==> config.mk <==
export PLATFORM = sky130hd
export DESIGN_NAME = acc_alu
export DESIGN_NICKNAME = d
export VERILOG_FILES = /design/src/rtl/alu_pkg.sv /design/src/rtl/alu_bcd_add.sv /design/src/rtl/alu_exec.sv /design/src/rtl/alu_state.sv /design/src/rtl/acc_alu.sv
export SDC_FILE = /design/constraint.sdc
export NUM_CORES = 1
export LEC_CHECK = 0
export BUFFER_PORTS_ARGS = -buffer_cell sky130_fd_sc_hd__buf_4
export CAP_MARGIN = 20
export CORE_ASPECT_RATIO = 0.6
export CORE_UTILIZATION = 50
export DETAILED_ROUTE_END_ITERATION = 10
export GPL_TIMING_DRIVEN = 0
export PLACE_DENSITY = 0.68
export SYNTH_ARGS = -nofsm -noshare
export SYNTH_HDL_FRONTEND = slang
export SYNTH_HIERARCHICAL = 1
export SYNTH_SLANG_ARGS = --single-unit
==> constraint.sdc <==
create_clock -name clk -period 15.4 [get_ports clk]
set_input_delay 0.77 -clock clk [delete_from_list [all_inputs] [get_ports clk]]
set_output_delay 0.77 -clock clk [all_outputs]
set_load 0.02 [all_outputs]
==> src/rtl/alu_pkg.sv <==
package alu_pkg;
  localparam int DW  = 8;
  localparam int OPW = 6;
  localparam int KW  = 2;

  localparam int FC = 0;
  localparam int FZ = 1;
  localparam int FI = 2;
  localparam int FD = 3;
  localparam int FB = 4;
  localparam int FU = 5;
  localparam int FV = 6;
  localparam int FN = 7;

  localparam logic [DW-1:0] STATUS_INIT = DW'(8'h22);

  localparam logic [KW-1:0] K_HOLD  = 2'd0;
  localparam logic [KW-1:0] K_EXEC  = 2'd1;
  localparam logic [KW-1:0] K_CLEAR = 2'd2;

  typedef enum logic [OPW-1:0] {
    T_NOP  = 6'd0,  T_LDA  = 6'd1,  T_LDX  = 6'd2,  T_LDY  = 6'd3,
    T_AND  = 6'd4,  T_ORA  = 6'd5,  T_EOR  = 6'd6,  T_ADC  = 6'd7,
    T_CMP  = 6'd8,  T_CPX  = 6'd9,  T_CPY  = 6'd10, T_BIT  = 6'd11,
    T_INX  = 6'd12, T_INY  = 6'd13, T_DEX  = 6'd14, T_DEY  = 6'd15,
    T_INCM = 6'd16, T_DECM = 6'd17, T_ASLA = 6'd18, T_ASLM = 6'd19,
    T_LSRA = 6'd20, T_LSRM = 6'd21, T_ROLA = 6'd22, T_ROLM = 6'd23,
    T_CLC  = 6'd24, T_CLD  = 6'd25, T_CLI  = 6'd26, T_CLV  = 6'd27,
    T_BRK  = 6'd28, T_PHA  = 6'd29, T_PHP  = 6'd30, T_PLA  = 6'd31,
    T_PLP  = 6'd32, T_PASS = 6'd33
  } tok_e;

  typedef struct packed {
    logic [DW-1:0] a;
    logic [DW-1:0] x;
    logic [DW-1:0] y;
    logic [DW-1:0] p;
    logic [DW-1:0] r;
  } arch_t;

  function automatic logic [DW:0] add_bin(input logic [DW-1:0] a,
                                          input logic [DW-1:0] m,
                                          input logic c);
    return {1'b0, a} + {1'b0, m} + {{DW{1'b0}}, c};
  endfunction

  function automatic logic add_ovf(input logic [DW-1:0] a,
                                   input logic [DW-1:0] m,
                                   input logic [DW-1:0] s);
    return (a[DW-1] == m[DW-1]) && (s[DW-1] != a[DW-1]);
  endfunction

  function automatic logic [DW-1:0] put_zn(input logic [DW-1:0] p,
                                           input logic [DW-1:0] v);
    logic [DW-1:0] q;
    q     = p;
    q[FZ] = (v == '0);
    q[FN] = v[DW-1];
    return q;
  endfunction
endpackage

==> src/rtl/alu_bcd_add.sv <==
module alu_bcd_add
  import alu_pkg::*;
(
  input  logic [DW-1:0] a,
  input  logic [DW-1:0] m,
  input  logic          cin,
  output logic [DW-1:0] sum,
  output logic          cout
);
  logic [5:0] lo_raw, hi_raw;
  logic [1:0] lo_car;
  logic [5:0] lo_dig, hi_dig;

  always_comb begin
    lo_raw = {2'b0, a[3:0]} + {2'b0, m[3:0]} + {5'b0, cin};
    if (lo_raw >= 6'd30)      lo_car = 2'd3;
    else if (lo_raw >= 6'd20) lo_car = 2'd2;
    else if (lo_raw >= 6'd10) lo_car = 2'd1;
    else                      lo_car = 2'd0;
    lo_dig = lo_raw - 6'd10 * {4'b0, lo_car};
    hi_raw = {2'b0, a[7:4]} + {2'b0, m[7:4]} + {4'b0, lo_car};
    cout   = (hi_raw >= 6'd10);
    if (hi_raw >= 6'd30)      hi_dig = hi_raw - 6'd30;
    else if (hi_raw >= 6'd20) hi_dig = hi_raw - 6'd20;
    else if (hi_raw >= 6'd10) hi_dig = hi_raw - 6'd10;
    else                      hi_dig = hi_raw;
    sum = {hi_dig[3:0], lo_dig[3:0]};
  end
endmodule

==> src/rtl/alu_exec.sv <==
module alu_exec
  import alu_pkg::*;
(
  input  arch_t          cur,
  input  logic [OPW-1:0] op,
  input  logic [DW-1:0]  m,
  output arch_t          nxt,
  output logic           bad_op,
  output logic           bin_carry,
  output logic           bin_ovf
);
  logic [DW:0]   bin_sum;
  logic [DW-1:0] dec_sum;
  logic          dec_carry;
  logic [DW-1:0] cmp_reg;
  logic [DW-1:0] cmp_diff;
  logic [DW-1:0] v;

  assign bin_sum   = add_bin(cur.a, m, cur.p[FC]);
  assign bin_carry = bin_sum[DW];
  assign bin_ovf   = add_ovf(cur.a, m, bin_sum[DW-1:0]);

  alu_bcd_add u_bcd (
    .a   (cur.a),
    .m   (m),
    .cin (cur.p[FC]),
    .sum (dec_sum),
    .cout(dec_carry)
  );

  always_comb begin
    case (op)
      T_CPX:   cmp_reg = cur.x;
      T_CPY:   cmp_reg = cur.y;
      default: cmp_reg = cur.a;
    endcase
    cmp_diff = cmp_reg - m;
  end

  always_comb begin
    nxt    = cur;
    bad_op = 1'b0;
    v      = '0;
    case (op)
      T_NOP, T_PASS, T_PHP: ;
      T_LDA:  begin nxt.a = m; nxt.r = m; nxt.p = put_zn(cur.p, m); end
      T_LDX:  begin nxt.x = m; nxt.p = put_zn(cur.p, m); end
      T_LDY:  begin nxt.y = m; nxt.p = put_zn(cur.p, m); end
      T_AND, T_ORA, T_EOR: begin
        if (op == T_AND)      v = cur.a & m;
        else if (op == T_ORA) v = cur.a | m;
        else                  v = cur.a ^ m;
        nxt.a = v; nxt.r = v; nxt.p = put_zn(cur.p, v);
      end
      T_ADC: begin
        if (cur.p[FD]) begin
          v = dec_sum;
          nxt.p = put_zn(cur.p, v);
          nxt.p[FC] = dec_carry;
        end else begin
          v = bin_sum[DW-1:0];
          nxt.p = put_zn(cur.p, v);
          nxt.p[FC] = bin_carry;
          nxt.p[FV] = bin_ovf;
        end
        nxt.a = v; nxt.r = v;
      end
      T_CMP, T_CPX, T_CPY: begin
        nxt.p = put_zn(cur.p, cmp_diff);
        nxt.p[FC] = (cmp_reg >= m);
      end
      T_BIT: begin
        nxt.p[FZ] = ((cur.a & m) == '0);
        nxt.p[FN] = m[7];
        nxt.p[FV] = m[6];
      end
      T_INX:  begin nxt.x = cur.x + 1'b1; nxt.p = put_zn(cur.p, nxt.x); end
      T_INY:  begin nxt.y = cur.y + 1'b1; nxt.p = put_zn(cur.p, nxt.y); end
      T_DEX:  begin nxt.x = cur.x - 1'b1; nxt.p = put_zn(cur.p, nxt.x); end
      T_DEY:  begin nxt.y = cur.y - 1'b1; nxt.p = put_zn(cur.p, nxt.y); end
      T_INCM: begin nxt.r = m + 1'b1; nxt.p = put_zn(cur.p, nxt.r); end
      T_DECM: begin nxt.r = m - 1'b1; nxt.p = put_zn(cur.p, nxt.r); end
      T_ASLA, T_ROLA: begin
        v = {cur.a[DW-2:0], (op == T_ROLA) ? cur.p[FC] : 1'b0};
        nxt.a = v; nxt.r = v;
        nxt.p = put_zn(cur.p, v); nxt.p[FC] = cur.a[DW-1];
      end
      T_ASLM, T_ROLM: begin
        v = {m[DW-2:0], (op == T_ROLM) ? cur.p[FC] : 1'b0};
        nxt.r = v;
        nxt.p = put_zn(cur.p, v); nxt.p[FC] = m[DW-1];
      end
      T_LSRA: begin
        v = {1'b0, cur.a[DW-1:1]};
        nxt.a = v; nxt.r = v;
        nxt.p = put_zn(cur.p, v); nxt.p[FC] = cur.a[0];
      end
      T_LSRM: begin
        v = {1'b0, m[DW-1:1]};
        nxt.r = v;
        nxt.p = put_zn(cur.p, v); nxt.p[FC] = m[0];
      end
      T_CLC:  nxt.p[FC] = 1'b0;
      T_CLD:  nxt.p[FD] = 1'b0;
      T_CLI:  nxt.p[FI] = 1'b0;
      T_CLV:  nxt.p[FV] = 1'b0;
      T_BRK:  nxt.p[FB] = 1'b1;
      T_PHA:  nxt.r = cur.a;
      T_PLA:  begin nxt.a = m; nxt.r = m; nxt.p = put_zn(cur.p, m); end
      T_PLP:  begin nxt.p = m; nxt.p[FU] = 1'b1; end
      default: bad_op = 1'b1;
    endcase
  end
endmodule

==> src/rtl/alu_state.sv <==
module alu_state
  import alu_pkg::*;
(
  input  logic          clk,
  input  logic          rst_n,
  input  logic [KW-1:0] kind,
  input  arch_t         nxt,
  input  logic          bad_op,
  output arch_t         cur,
  output logic          illegal
);
  logic run_op, clear_op;
  assign run_op   = (kind == K_EXEC);
  assign clear_op = (kind == K_CLEAR);

  always_ff @(posedge clk or negedge rst_n) begin
    if (!rst_n) begin
      cur     <= '{a: '0, x: '0, y: '0, p: STATUS_INIT, r: '0};
      illegal <= 1'b0;
    end else if (clear_op) begin
      cur     <= '{a: '0, x: '0, y: '0, p: STATUS_INIT, r: '0};
      illegal <= 1'b0;
    end else if (run_op) begin
      cur     <= nxt;
      illegal <= illegal | bad_op;
    end
  end

  // hold and spare kinds freeze every register
  a_r2_hold_freezes: assert property (@(posedge clk) disable iff (!rst_n)
    (!run_op && !clear_op) |=> ($stable(cur) && $stable(illegal)));

  // a clear cycle restores the reset image
  a_r1_clear_image: assert property (@(posedge clk) disable iff (!rst_n)
    clear_op |=> (cur.a == '0 && cur.x == '0 && cur.y == '0 &&
                  cur.r == '0 && cur.p == STATUS_INIT && !illegal));

  // status bit 5 always reads one
  a_r12_bit5_set: assert property (@(posedge clk) disable iff (!rst_n)
    cur.p[FU]);

  // the illegal flag is sticky until a clear
  a_r13_sticky: assert property (@(posedge clk) disable iff (!rst_n)
    (illegal && !clear_op) |=> illegal);

  // an unknown token leaves the registers alone and sets the flag
  a_r13_unknown_noop: assert property (@(posedge clk) disable iff (!rst_n)
    (run_op && bad_op) |=> (illegal && $stable(cur)));
endmodule

==> src/rtl/acc_alu.sv <==
module acc_alu
  import alu_pkg::*;
(
  input  logic          clk,
  input  logic          rst_n,
  input  logic [KW-1:0] kind,
  input  logic [OPW-1:0] opcode,
  input  logic [DW-1:0] operand,
  output logic [DW-1:0] result,
  output logic [DW-1:0] status,
  output logic [DW-1:0] x_reg,
  output logic [DW-1:0] y_reg,
  output logic          illegal
);
  arch_t cur, nxt;
  logic  bad_op, bin_carry, bin_ovf;

  alu_exec u_exec (
    .cur      (cur),
    .op       (opcode),
    .m        (operand),
    .nxt      (nxt),
    .bad_op   (bad_op),
    .bin_carry(bin_carry),
    .bin_ovf  (bin_ovf)
  );

  alu_state u_state (
    .clk    (clk),
    .rst_n  (rst_n),
    .kind   (kind),
    .nxt    (nxt),
    .bad_op (bad_op),
    .cur    (cur),
    .illegal(illegal)
  );

  assign result = cur.r;
  assign status = cur.p;
  assign x_reg  = cur.x;
  assign y_reg  = cur.y;

  // a binary add that overflows unsigned sets C in the next cycle
  a_r6_carry_seen: assert property (@(posedge clk) disable iff (!rst_n)
    (kind == K_EXEC && opcode == T_ADC && !cur.p[FD] && bin_carry) |=> status[FC]);

  // compares never touch result, X or Y
  a_r8_cmp_keeps: assert property (@(posedge clk) disable iff (!rst_n)
    (kind == K_EXEC && (opcode == T_CMP || opcode == T_CPX || opcode == T_CPY))
      |=> ($stable(result) && $stable(x_reg) && $stable(y_reg)));
endmodule

==> Implementation_results.wiki <==
{| class="wikitable"
! Metric !! Value
|-
| Via density per instance || 6.84
|-
| F_max || 147 MHz
|-
| Total number of vias || 8314
|-
| Cell family contributing the most delay on the critical path || adder cells
|-
| Port Buffers || 50
|-
| Post-synth EDFFs || 0
|-
| Post-cts resize count || 0
|-
| Lkg Pwr || 3.17 nW
|-
| Worst path max stage delay || 0.64 ns
|-
| Cts bufs inserted || 5
|-
| Measured slew at the worst slew-check pin || 0.931 ns
|-
| Number of setup violations in the final report || 0
|-
| Row Count || 32
|-
| Fraction of layout instances using a drive strength above 1 || 10.8%
|-
| Final count of hold timing violations || 0
|-
| Total Negative Setup Slacks || 0 ns
|-
| Biggest area consumer among synthesized cells || sky130_fd_sc_hd__dfrtp_1
|-
| R2R depth || 29
|-
| DRT antenna net count || 0
|-
| Cell with the most instances after synthesis || sky130_fd_sc_hd__nand2_1
|-
| Kind of end point of the critical path || register
|-
| Unrepaired setup endpoints after global routing || no
|-
| Critical R2R Launch || u_state/cur[8]
|-
| Synth warnings || 6
|-
| Biggest area contributors in the synthesized netlist || sky130_fd_sc_hd__dfrtp_1 (14%), sky130_fd_sc_hd__ha_1 (9.7%), sky130_fd_sc_hd__nand2_1 (6.5%)
|-
| Post-route total power || 0.000765 W
|-
| Post-synthesis instance area || 6940 sq um
|-
| CP Data Required Time || 15.63 ns
|-
| Synthesized netlist cell count || 986
|-
| Final-stage net count || 1122
|-
| Post-synthesis area per instance || 7.04 sq um
|-
| Largest net degree at the start of global routing || 42
|-
| Tightest hold margin || 0.474 ns
|-
| Result of the run || complete, no violations
|-
| Time the worst path needs with I/O delays and setup || 6.81 ns
|-
| Cell Pwr Density || 99.2 nW/um^2
|-
| Total nets after synthesis || 1065
|-
| Most used DFF post-synth || sky130_fd_sc_hd__dfrtp_1
|-
| Number of hold-repair buffers added at the cts stage || 0
|-
| I/O pin count || 51
|-
| Worst path arrival time || 7.04 ns
|-
| Cell with the biggest individual delay on the critical path || sky130_fd_sc_hd__fa_1
|-
| Worst setup SP type || primary input
|-
| Violation count after the first detailed-route iteration || 1294
|-
| Area of the die || 14400 sq um
|-
| Number of global-route vias before repair || 7441
|-
| Sequential-to-total area share from yosys stat || 14.8%
|-
| Top cells by count, synth || sky130_fd_sc_hd__nand2_1 (121), sky130_fd_sc_hd__nor2_1 (65), sky130_fd_sc_hd__o21ai_0 (63), sky130_fd_sc_hd__ha_1 (54), sky130_fd_sc_hd__nand2b_1 (52)
|-
| Library cell appearing most often on the critical path || sky130_fd_sc_hd__fa_1
|-
| Core area || 13200 sq um
|-
| GRT Residual Overflow || 0
|-
| Last weighted congestion value of the routability-driven placer || 1.06
|-
| Remaining DRCs || 0
|-
| Hold Path Class || primary input to asynchronous set/reset pin
|-
| Worst-skew pair later-pin latency || 0.30 ns
|-
| Headroom to the max-slew limit || 37.7%
|-
| Total of flip-flops plus latches after synthesis || 41
|-
| Proportion of synthesized flip-flops having asynchronous set or reset || 100%
|-
| Clock Pin Slew Worst Setup and Hold Paths || 0.07 ns
|-
| Max Slew Vio Count || 0
|-
| Routed length per instance || 23.8 microns
|-
| Period utilisation layout || 44.2%
|-
| Area growth from synthesis to final layout || 11.0%
|-
| Die Height || 93.3 microns
|-
| Overall fraction of global-route tracks in use || 40.4%
|-
| Maxcap violations || 0
|-
| Root cell of the clock tree || sky130_fd_sc_hd__clkbuf_16
|-
| Starting utilization of the core area || 52.7%
|-
| Drt first pass iters || 8
|-
| Type of the worst setup path || primary input to register
|-
| Clock net sink count || 41
|-
| Clock Tree Buf Depth || 2
|-
| Worst setup path start || operand[0]
|-
| Top cell type's share of synthesized area || 14.1%
|-
| Sum of net half-perimeters after detailed placement || 22.4 mm
|-
| DRT Wirelength || 28.9 mm
|-
| Total number of H-tree levels || 2
|-
| Die W || 154 microns
|-
| Antenna violations before repair || 1
|-
| Setup clock skew after layout || 0.00818 ns
|-
| VDD IR-drop max || 0.0560 mV
|-
| Worst-path maximum fanout || 9
|-
| Number of setup buffers added after CTS || 0
|-
| Number of buffer and inverter stages on the critical path || 5
|-
| Global-route wire length before repair || 44.0 mm
|-
| Library cells used by synthesis || 82
|-
| Depth of the critical timing path with buffers and inverters included || 30
|-
| TritonCTS clock tree || built
|}
## path summary, 6_finish.rpt
path / endpoint / slack, ns
setup / recovery: u_state/cur[9] / 8.59
hold / removal: u_state/cur[28] / 0.47
setup reg to reg: u_state/cur[9] / 8.71
hold reg to reg: u_state/cur[13] / 0.50
max in group asynchronous: u_state/cur[4] / 14.52
min in group clk: u_state/cur[13] / 0.50
## metal layers
layer / GRT usage (%) / wire, microns
met5: 2.56 / 45
met4: 9.08 / 589
met3: 17.0 / 5020
met2: 51.1 / 10200
met1: 60.5 / 13100
## sequential cells by signal, summed over array words and instances, names as in the netlist
signal,flops
u_state/illegal,1
u_state/cur,40
## kinds of logic (layout without fill, tap and decap cells)
family	Yosys count	after routing	share of synthesized area (%)
other	0	1	0
xor gates and xnor gates	35	35	4.52
buffers and inverters	126	184	7.69
and+or+nand+nor	392	392	29.1
adders and majority gates	64	64	12.2
DFF	41	41	14.8
muxes	8	8	1.15
AOI/OAI and AO/OA	320	320	30.5
## final cells by class
cell class              instances  area, sq um
fillers                      1280         5460
well taps                     170          213
diodes                          1         2.50
inverters                      55          206
flip-flops and latches         41         1030
plain buffers                  71          328
clock buffers                   6          139
clock inverters                 2         37.5
repair buffers                 50          375
multi-input cells             819         5380
## power breakdown
part           internal, W  leakage, nW  switching [W]
Combinational     0.000183         2.54       0.000293
Clock            0.0000812       0.0831      0.0000509
Sequential        0.000126        0.547      0.0000306
## metrics by stage
step / setup WS [ns] / instance area (sq um) / util, % / cells
detailed placement: 8.56 / 7530 / 57.2 / 1206
global placement: 8.57 / 7530 / 57.2 / 1206
floorplan: 9.72 / 6940 / - / 986
CTS: 8.85 / 7710 / 58.5 / 1214
global route: 8.29 / 7710 / 58.5 / 1214
finish: 8.59 / 7710 / 58.5 / 1215
## cells in the final DEF (no fill, tap or decap), types with 30 or more instances in the layout
master                       n
sky130_fd_sc_hd__dfrtp_1    39
sky130_fd_sc_hd__nand2b_1   52
sky130_fd_sc_hd__clkbuf_1   38
sky130_fd_sc_hd__o21ai_0    63
sky130_fd_sc_hd__buf_4      54
sky130_fd_sc_hd__nand2_1   121
sky130_fd_sc_hd__nor2_1     65
sky130_fd_sc_hd__o21ai_1    43
sky130_fd_sc_hd__a21oi_1    49
sky130_fd_sc_hd__inv_1      51
sky130_fd_sc_hd__ha_1       54
sky130_fd_sc_hd__nand3_1    30
(Power assumes the default switching activity.)
